**config.mk**
```make
export PLATFORM = sky130hd
export DESIGN_NAME = keylock_alu
export DESIGN_NICKNAME = d
export VERILOG_FILES = /design/src/rtl/keylock_pkg.sv /design/src/rtl/keylock_keyreg.sv /design/src/rtl/keylock_gate.sv /design/src/rtl/keylock_gate_bank.sv /design/src/rtl/keylock_func.sv /design/src/rtl/keylock_alu.sv
export SDC_FILE = /design/constraint.sdc
export NUM_CORES = 1
export LEC_CHECK = 0
export BUFFER_PORTS_ARGS = -buffer_cell sky130_fd_sc_hd__buf_2
export CORE_ASPECT_RATIO = 2
export CORE_MARGIN = 3
export CORE_UTILIZATION = 53
export DETAILED_ROUTE_END_ITERATION = 7
export HOLD_SLACK_MARGIN = 0.03
export PLACE_DENSITY = 0.86
export SLEW_MARGIN = 20
export SYNTH_ARGS = -nofsm -noshare
export SYNTH_HDL_FRONTEND = slang
export SYNTH_HIERARCHICAL = 1
export SYNTH_SLANG_ARGS = --single-unit
```
**constraint.sdc**
```tcl
create_clock -name clk -period 1 [get_ports clk]
set_input_delay 0.1 -clock clk [delete_from_list [all_inputs] [get_ports clk]]
set_output_delay 0.1 -clock clk [all_outputs]
set_load 0.005 [all_outputs]
```
**src/rtl/keylock_pkg.sv**
```systemverilog
package keylock_pkg;

  typedef enum logic [1:0] {
    OP_ADD = 2'd0,
    OP_SUB = 2'd1,
    OP_AND = 2'd2,
    OP_XOR = 2'd3
  } alu_op_e;

  // One cycle's worth of activation-port requests.
  typedef struct packed {
    logic wr;
    logic sh;
    logic sin;
    logic lock;
  } key_cmd_t;

endpackage

```
**src/rtl/keylock_keyreg.sv**
```systemverilog
module keylock_keyreg
  import keylock_pkg::*;
#(
  parameter int                KEY_W       = 8,
  parameter logic [KEY_W-1:0]  CORRECT_KEY = 8'hA5
) (
  input  logic             clk,
  input  logic             rst_n,
  input  key_cmd_t         cmd,
  input  logic [KEY_W-1:0] wdata,
  output logic [KEY_W-1:0] key_q,
  output logic             locked_q,
  output logic             match
);

  logic [KEY_W-1:0] key_d;
  logic             key_en;
  logic             lock_d;

  // Next-state: parallel write has priority over shift; the lock flag
  // that gates the update is the registered one, so a write issued in
  // the lock cycle still lands.
  always_comb begin
    key_en = ~locked_q & (cmd.wr | cmd.sh);
    if (cmd.wr) begin
      key_d = wdata;
    end else begin
      key_d = {key_q[KEY_W-2:0], cmd.sin};
    end
    lock_d = locked_q | cmd.lock;
  end

  always_ff @(posedge clk or negedge rst_n) begin
    if (!rst_n) begin
      key_q    <= '0;
      locked_q <= 1'b0;
    end else begin
      if (key_en) begin
        key_q <= key_d;
      end
      locked_q <= lock_d;
    end
  end

  assign match = (key_q == CORRECT_KEY);

endmodule

```
**src/rtl/keylock_gate.sv**
```systemverilog
module keylock_gate #(
  parameter bit FOLD_INV = 1'b0,
  parameter bit USE_XNOR = 1'b0
) (
  input  logic net_in,
  input  logic key_bit,
  output logic net_out
);

  logic pre;

  // FOLD_INV stands for an inversion absorbed into the driving logic.
  assign pre = net_in ^ FOLD_INV;

  generate
    if (USE_XNOR) begin : g_xnor
      assign net_out = ~(pre ^ key_bit);
    end else begin : g_xor
      assign net_out = pre ^ key_bit;
    end
  endgenerate

endmodule

```
**src/rtl/keylock_gate_bank.sv**
```systemverilog
module keylock_gate_bank #(
  parameter int               N         = 8,
  parameter logic [N-1:0]     SECRET    = 8'hA5,
  parameter logic [N-1:0]     FOLD_MASK = 8'h3C
) (
  input  logic [N-1:0] nets,
  input  logic [N-1:0] key,
  output logic [N-1:0] gated
);

  // Gate type is chosen so that the secret bit cancels both the folded
  // inversion and the gate's own polarity: out = net ^ (key ^ secret).
  generate
    for (genvar i = 0; i < N; i++) begin : g_bit
      keylock_gate #(
        .FOLD_INV (FOLD_MASK[i]),
        .USE_XNOR (SECRET[i] ^ FOLD_MASK[i])
      ) u_gate (
        .net_in  (nets[i]),
        .key_bit (key[i]),
        .net_out (gated[i])
      );
    end
  endgenerate

endmodule

```
**src/rtl/keylock_func.sv**
```systemverilog
module keylock_func
  import keylock_pkg::*;
#(
  parameter int DATA_W = 8
) (
  input  logic [DATA_W-1:0] a,
  input  logic [DATA_W-1:0] b,
  input  alu_op_e           op,
  output logic [DATA_W-1:0] r
);

  always_comb begin
    unique case (op)
      OP_ADD:  r = a + b;
      OP_SUB:  r = a - b;
      OP_AND:  r = a & b;
      OP_XOR:  r = a ^ b;
      default: r = '0;
    endcase
  end

endmodule

```
**src/rtl/keylock_alu.sv**
```systemverilog
module keylock_alu
  import keylock_pkg::*;
#(
  parameter int               DATA_W      = 8,
  parameter int               KEY_W       = 8,
  parameter logic [KEY_W-1:0] CORRECT_KEY = 8'hA5,
  parameter logic [KEY_W-1:0] FOLD_MASK   = 8'h3C
) (
  input  logic              clk,
  input  logic              rst_n,
  input  logic              in_vld,
  input  logic [DATA_W-1:0] op_a,
  input  logic [DATA_W-1:0] op_b,
  input  logic [1:0]        op_sel,
  input  logic              key_wr,
  input  logic [KEY_W-1:0]  key_wdata,
  input  logic              key_sh,
  input  logic              key_sin,
  input  logic              lock_set,
  output logic [DATA_W-1:0] y,
  output logic              out_vld,
  output logic              key_ok,
  output logic              locked
);

  localparam int HALF = KEY_W / 2;

  // Reset: asserted asynchronously, released after two clean edges.
  logic [1:0] rst_sync;
  logic       rst_q_n;

  always_ff @(posedge clk or negedge rst_n) begin
    if (!rst_n) begin
      rst_sync <= 2'b00;
    end else begin
      rst_sync <= {rst_sync[0], 1'b1};
    end
  end

  assign rst_q_n = rst_sync[1];

  // Activation register.
  key_cmd_t         cmd;
  logic [KEY_W-1:0] key_q;

  assign cmd = '{wr: key_wr, sh: key_sh, sin: key_sin, lock: lock_set};

  keylock_keyreg #(
    .KEY_W       (KEY_W),
    .CORRECT_KEY (CORRECT_KEY)
  ) u_keyreg (
    .clk      (clk),
    .rst_n    (rst_q_n),
    .cmd      (cmd),
    .wdata    (key_wdata),
    .key_q    (key_q),
    .locked_q (locked),
    .match    (key_ok)
  );

  // Key gates on the low HALF bits of each operand.
  logic [KEY_W-1:0] nets;
  logic [KEY_W-1:0] gated;

  assign nets = {op_b[HALF-1:0], op_a[HALF-1:0]};

  keylock_gate_bank #(
    .N         (KEY_W),
    .SECRET    (CORRECT_KEY),
    .FOLD_MASK (FOLD_MASK)
  ) u_gates (
    .nets  (nets),
    .key   (key_q),
    .gated (gated)
  );

  logic [DATA_W-1:0] a_g;
  logic [DATA_W-1:0] b_g;

  always_comb begin
    a_g = op_a;
    b_g = op_b;
    a_g[HALF-1:0] = gated[HALF-1:0];
    b_g[HALF-1:0] = gated[KEY_W-1:HALF];
  end

  logic [DATA_W-1:0] res;

  keylock_func #(
    .DATA_W (DATA_W)
  ) u_func (
    .a  (a_g),
    .b  (b_g),
    .op (alu_op_e'(op_sel)),
    .r  (res)
  );

  // Output register with explicit enable.
  logic [DATA_W-1:0] y_d;
  logic              y_en;

  always_comb begin
    y_en = in_vld;
    y_d  = res;
  end

  always_ff @(posedge clk or negedge rst_q_n) begin
    if (!rst_q_n) begin
      y       <= '0;
      out_vld <= 1'b0;
    end else begin
      if (y_en) begin
        y <= y_d;
      end
      out_vld <= in_vld;
    end
  end

endmodule

```
==> metrics.json <==
{
  "status": {
    "status": "finished, violations left",
    "failed_checks": "setup timing"
  },
  "cells_and_area": {
    "layout.nets": 304,
    "antenna_cells": 0,
    "layout-drive-gt1-share_pct": 59.3,
    "fillers": 151,
    "postLayoutCellArea_mm2": 0.00263,
    "area_used_by_multi_input_combinational_logic_mm2": 0.00140,
    "register_area_um2": 500,
    "syn2layout_area_growth_pct": 53.2,
    "finish.cell_count_without_fillers": 283
  },
  "critical_path": {
    "critical_r2r_launch": "u_keyreg/key_q[4]",
    "timing_worst_setup_path_type": "reg2reg",
    "critPathCapture": "y[5]",
    "worst-r2r-setup-slack_ns": -1.59,
    "worst-endpoint-required_ns": 1.15,
    "critical_path_arrival_ns": 2.74,
    "critical_path.reg2reg.endpoint": "y[5]",
    "worstSetupEndpointType": "flip-flop",
    "cp-startpoint": "u_keyreg/key_q[4]",
    "reg2regPathDepth": 12,
    "crit_path_max_fanout": 3,
    "worst_setup_path_start_kind": "flip-flop"
  },
  "yosys": {
    "synth-warning-count": 6,
    "cell_area_after_synthesis_mm2": 0.00172,
    "yosys.cell_types.count": 40,
    "synth_edf_count": 0,
    "synth_nets": 223,
    "post_synth.cell_area_avg_um2": 9.93,
    "yosys_most_used_dff": "sky130_fd_sc_hd__dfrtp_1",
    "synth-seq-cells": 20,
    "synth_commonest_cells": "sky130_fd_sc_hd__nor3_1, sky130_fd_sc_hd__dfrtp_1, sky130_fd_sc_hd__ha_1",
    "post-synth-top-area-cell": "sky130_fd_sc_hd__dfrtp_1",
    "postSynthCellCount": 173,
    "yosys-top-cells-area": "sky130_fd_sc_hd__dfrtp_1, sky130_fd_sc_hd__ha_1, sky130_fd_sc_hd__mux2_4",
    "synth_async_sr_flop_share_pct": 100,
    "synth_most_common_cell": "sky130_fd_sc_hd__nor3_1",
    "synth_seq_area_share_pct": 29.1,
    "synth_top_area_share_pct": 29.1
  },
  "timing": {
    "hold_viol": 0,
    "rsz_0062_raised_after_global_routing": "true",
    "final_period_minus_worst_setup_slack_ns": 2.59,
    "final_max_slew_viol_count": 0,
    "max_freq_mhz": 385,
    "timing.final.crit_share_pct": 259,
    "fin_worst_skew_ns": 0.00360,
    "pnr_worst_setup_slack_ns": -1.59,
    "setup_viol": 18
  },
  "global_routing": {
    "antenna_found_initial": 0,
    "grt.overflow.total": 0,
    "global_route_wire_length_before_repair_um": 7800,
    "grtUsageTotal_pct": 26.5,
    "largest_net_degree_at_the_start_of_global_routing": 19,
    "first_global_vias": 1741
  },
  "power_and_ir_drop": {
    "p_switching_mw": 1.05,
    "clkPwrFrac_pct": 24.5,
    "peakVddDrop_mv": 1.15,
    "pwr-share-seq_pct": 29.6,
    "internal-power_mw": 2.27,
    "p_leak_nw": 1.27,
    "power_density_mw_per_mm2": 1260,
    "power.share.combinational_pct": 45.9,
    "power.share.switching_pct": 31.5
  },
  "drt": {
    "drt_pass1_iterations": 4,
    "via_count": 1703,
    "totalWireLength_um": 5720,
    "antenna_left": 0,
    "drc_errors": 0,
    "via_per_inst": 6.02,
    "wl_per_cell_um": 20.2,
    "drt_iter0_markers": 56
  },
  "die": {
    "fp.coreArea_mm2": 0.00305,
    "die-width_um": 46.3,
    "initial_utilization_pct": 56.4,
    "placementRows": 28,
    "die_y_um": 86.5,
    "design.portCount": 44,
    "fp.dieArea_mm2": 0.00400
  },
  "placed_design": {
    "numPlacedInstances": 273,
    "placed_area_mm2": 0.00218,
    "dp_hpwl_um": 3480,
    "pre_cts_slack_ns": -1.57,
    "place_congestion": 0.937,
    "io_buffer_count": 43
  },
  "min_path": {
    "hold_class": "in2reg"
  },
  "clock_tree": {
    "ctsHtreeMaxLevel": 1,
    "clockBufferDepth": 2,
    "skew_pair_late_insertion_delay_ns": 0.26,
    "path_clk_slew_ns": 0.08,
    "cts_made_buffers": 3,
    "ctsRootBufferMaster": "sky130_fd_sc_hd__clkbuf_8",
    "tritoncts": "done",
    "cts_sinks": 20
  },
  "job": {
    "drv_cap": 0
  }
}
==> placed cells by master, fill, tap and decap left out, types with 4 or more instances in the layout <==
cell | netlist | layout
sky130_fd_sc_hd__a21oi_1 | 10 | 7
sky130_fd_sc_hd__buf_2 | 0 | 42
sky130_fd_sc_hd__buf_4 | 2 | 32
sky130_fd_sc_hd__buf_6 | 7 | 10
sky130_fd_sc_hd__dfrtp_1 | 20 | 20
sky130_fd_sc_hd__ha_1 | 16 | 13
sky130_fd_sc_hd__inv_1 | 9 | 7
sky130_fd_sc_hd__mux2_4 | 8 | 8
sky130_fd_sc_hd__mux2i_1 | 7 | 6
sky130_fd_sc_hd__nor2_1 | 9 | 7
sky130_fd_sc_hd__nor3_1 | 23 | 7
sky130_fd_sc_hd__nor3_2 | 0 | 12
sky130_fd_sc_hd__nor3_4 | 0 | 4
sky130_fd_sc_hd__o22ai_2 | 0 | 6
sky130_fd_sc_hd__xnor2_1 | 12 | 7
sky130_fd_sc_hd__xnor2_2 | 0 | 5
sky130_fd_sc_hd__xor2_1 | 8 | 5
==> sequential cells by signal (all words and copies together), names as in the netlist <==
register / count
u_keyreg/key_q: 8
rst_sync: 2
u_keyreg/locked_q: 1
out_vld: 1
y: 8
==> power groups by stage <==
stage | combinational (mW) | clock (mW) | sequential (mW)
6_report | 1.52 | 0.813 | 0.983
5_1_grt | 1.64 | 0.859 | 0.998
4_1_cts | 1.38 | 0.821 | 0.985
3_5_place_dp | 1.27 | 0 | 0.999
3_3_place_gp | 1.23 | 0 | 0.995
2_1_floorplan | 0.751 | 0 | 1.01
==> how the worst min path moves through the flow <==
stage	cells after the start	to	start
6_report	1	out_vld	in_vld
5_1_grt	1	out_vld	in_vld
4_1_cts	1	out_vld	in_vld
3_5_place_dp	1	rst_sync[1]	rst_n
3_3_place_gp	1	rst_sync[1]	rst_n
2_1_floorplan	0	rst_sync[0]	rst_n
==> critical path, stage by stage, from the launching register on <==
cell                      delay [ns]
sky130_fd_sc_hd__dfrtp_1        0.43
sky130_fd_sc_hd__xor2_2         0.22
sky130_fd_sc_hd__inv_2          0.08
sky130_fd_sc_hd__ha_4           0.19
sky130_fd_sc_hd__nor2_4         0.10
sky130_fd_sc_hd__xnor2_2        0.07
sky130_fd_sc_hd__ha_1           0.34
sky130_fd_sc_hd__a21oi_1        0.22
sky130_fd_sc_hd__nand2_2        0.13
sky130_fd_sc_hd__a31oi_1        0.18
sky130_fd_sc_hd__xor2_1         0.16
sky130_fd_sc_hd__o21ai_1        0.09
sky130_fd_sc_hd__mux2_4         0.27
==> per-stage QoR <==
step                      hold slack (ns)  power [mW]  TNS (ns)  utilization [%]
after floorplan                    -0.196        1.76     -9.65                -
after detailed placement           -0.113        2.27    -10.84             71.5
after CTS                           0.103        3.18    -10.89             79.7
after global routing                0.108        3.50    -13.24             86.4
final                               0.108        3.32    -12.33             86.4
after global placement             -0.115        2.23    -10.20             71.5
==> metal layers <==
layer  GRT usage (%)  routed length [um]  up-vias
met3            4.78                 245       27
met2            49.1                3250       70
li1                -                   -      779
met1            25.8                1910      827
met5               0                   0        -
met4            12.7                 321        0
==> cell type report <==
cell class                 instances  share of cell area [%]
multi-input combinational        134                    53.2
timing repair buffer              86                    22.1
sequential                        20                    19.0
clock buffer                       3                    1.57
inverter                           9                    1.47
tap                               30                    1.43
clock inverter                     1                    1.14
==> timing repair <==
item / in CTS / in global routing
hold endpoints to repair: 3 / 0
setup buffers: 2 / 2
hold buffers: 2 / 0
resized for setup: 27 / 36
endpoints found under the setup margin: 17 / 17
pin swaps: 10 / 29
==> cells by family after synthesis <==
family / synth area share, %
mux: 11.7
compound gates: 11.7
buf+inv: 7.65
fa+ha+maj: 12.8
simple gates: 16.5
other cells: 0.218
xor+xnor: 10.2
flops: 29.1
Note: power is estimated with default switching activity, not from simulation.
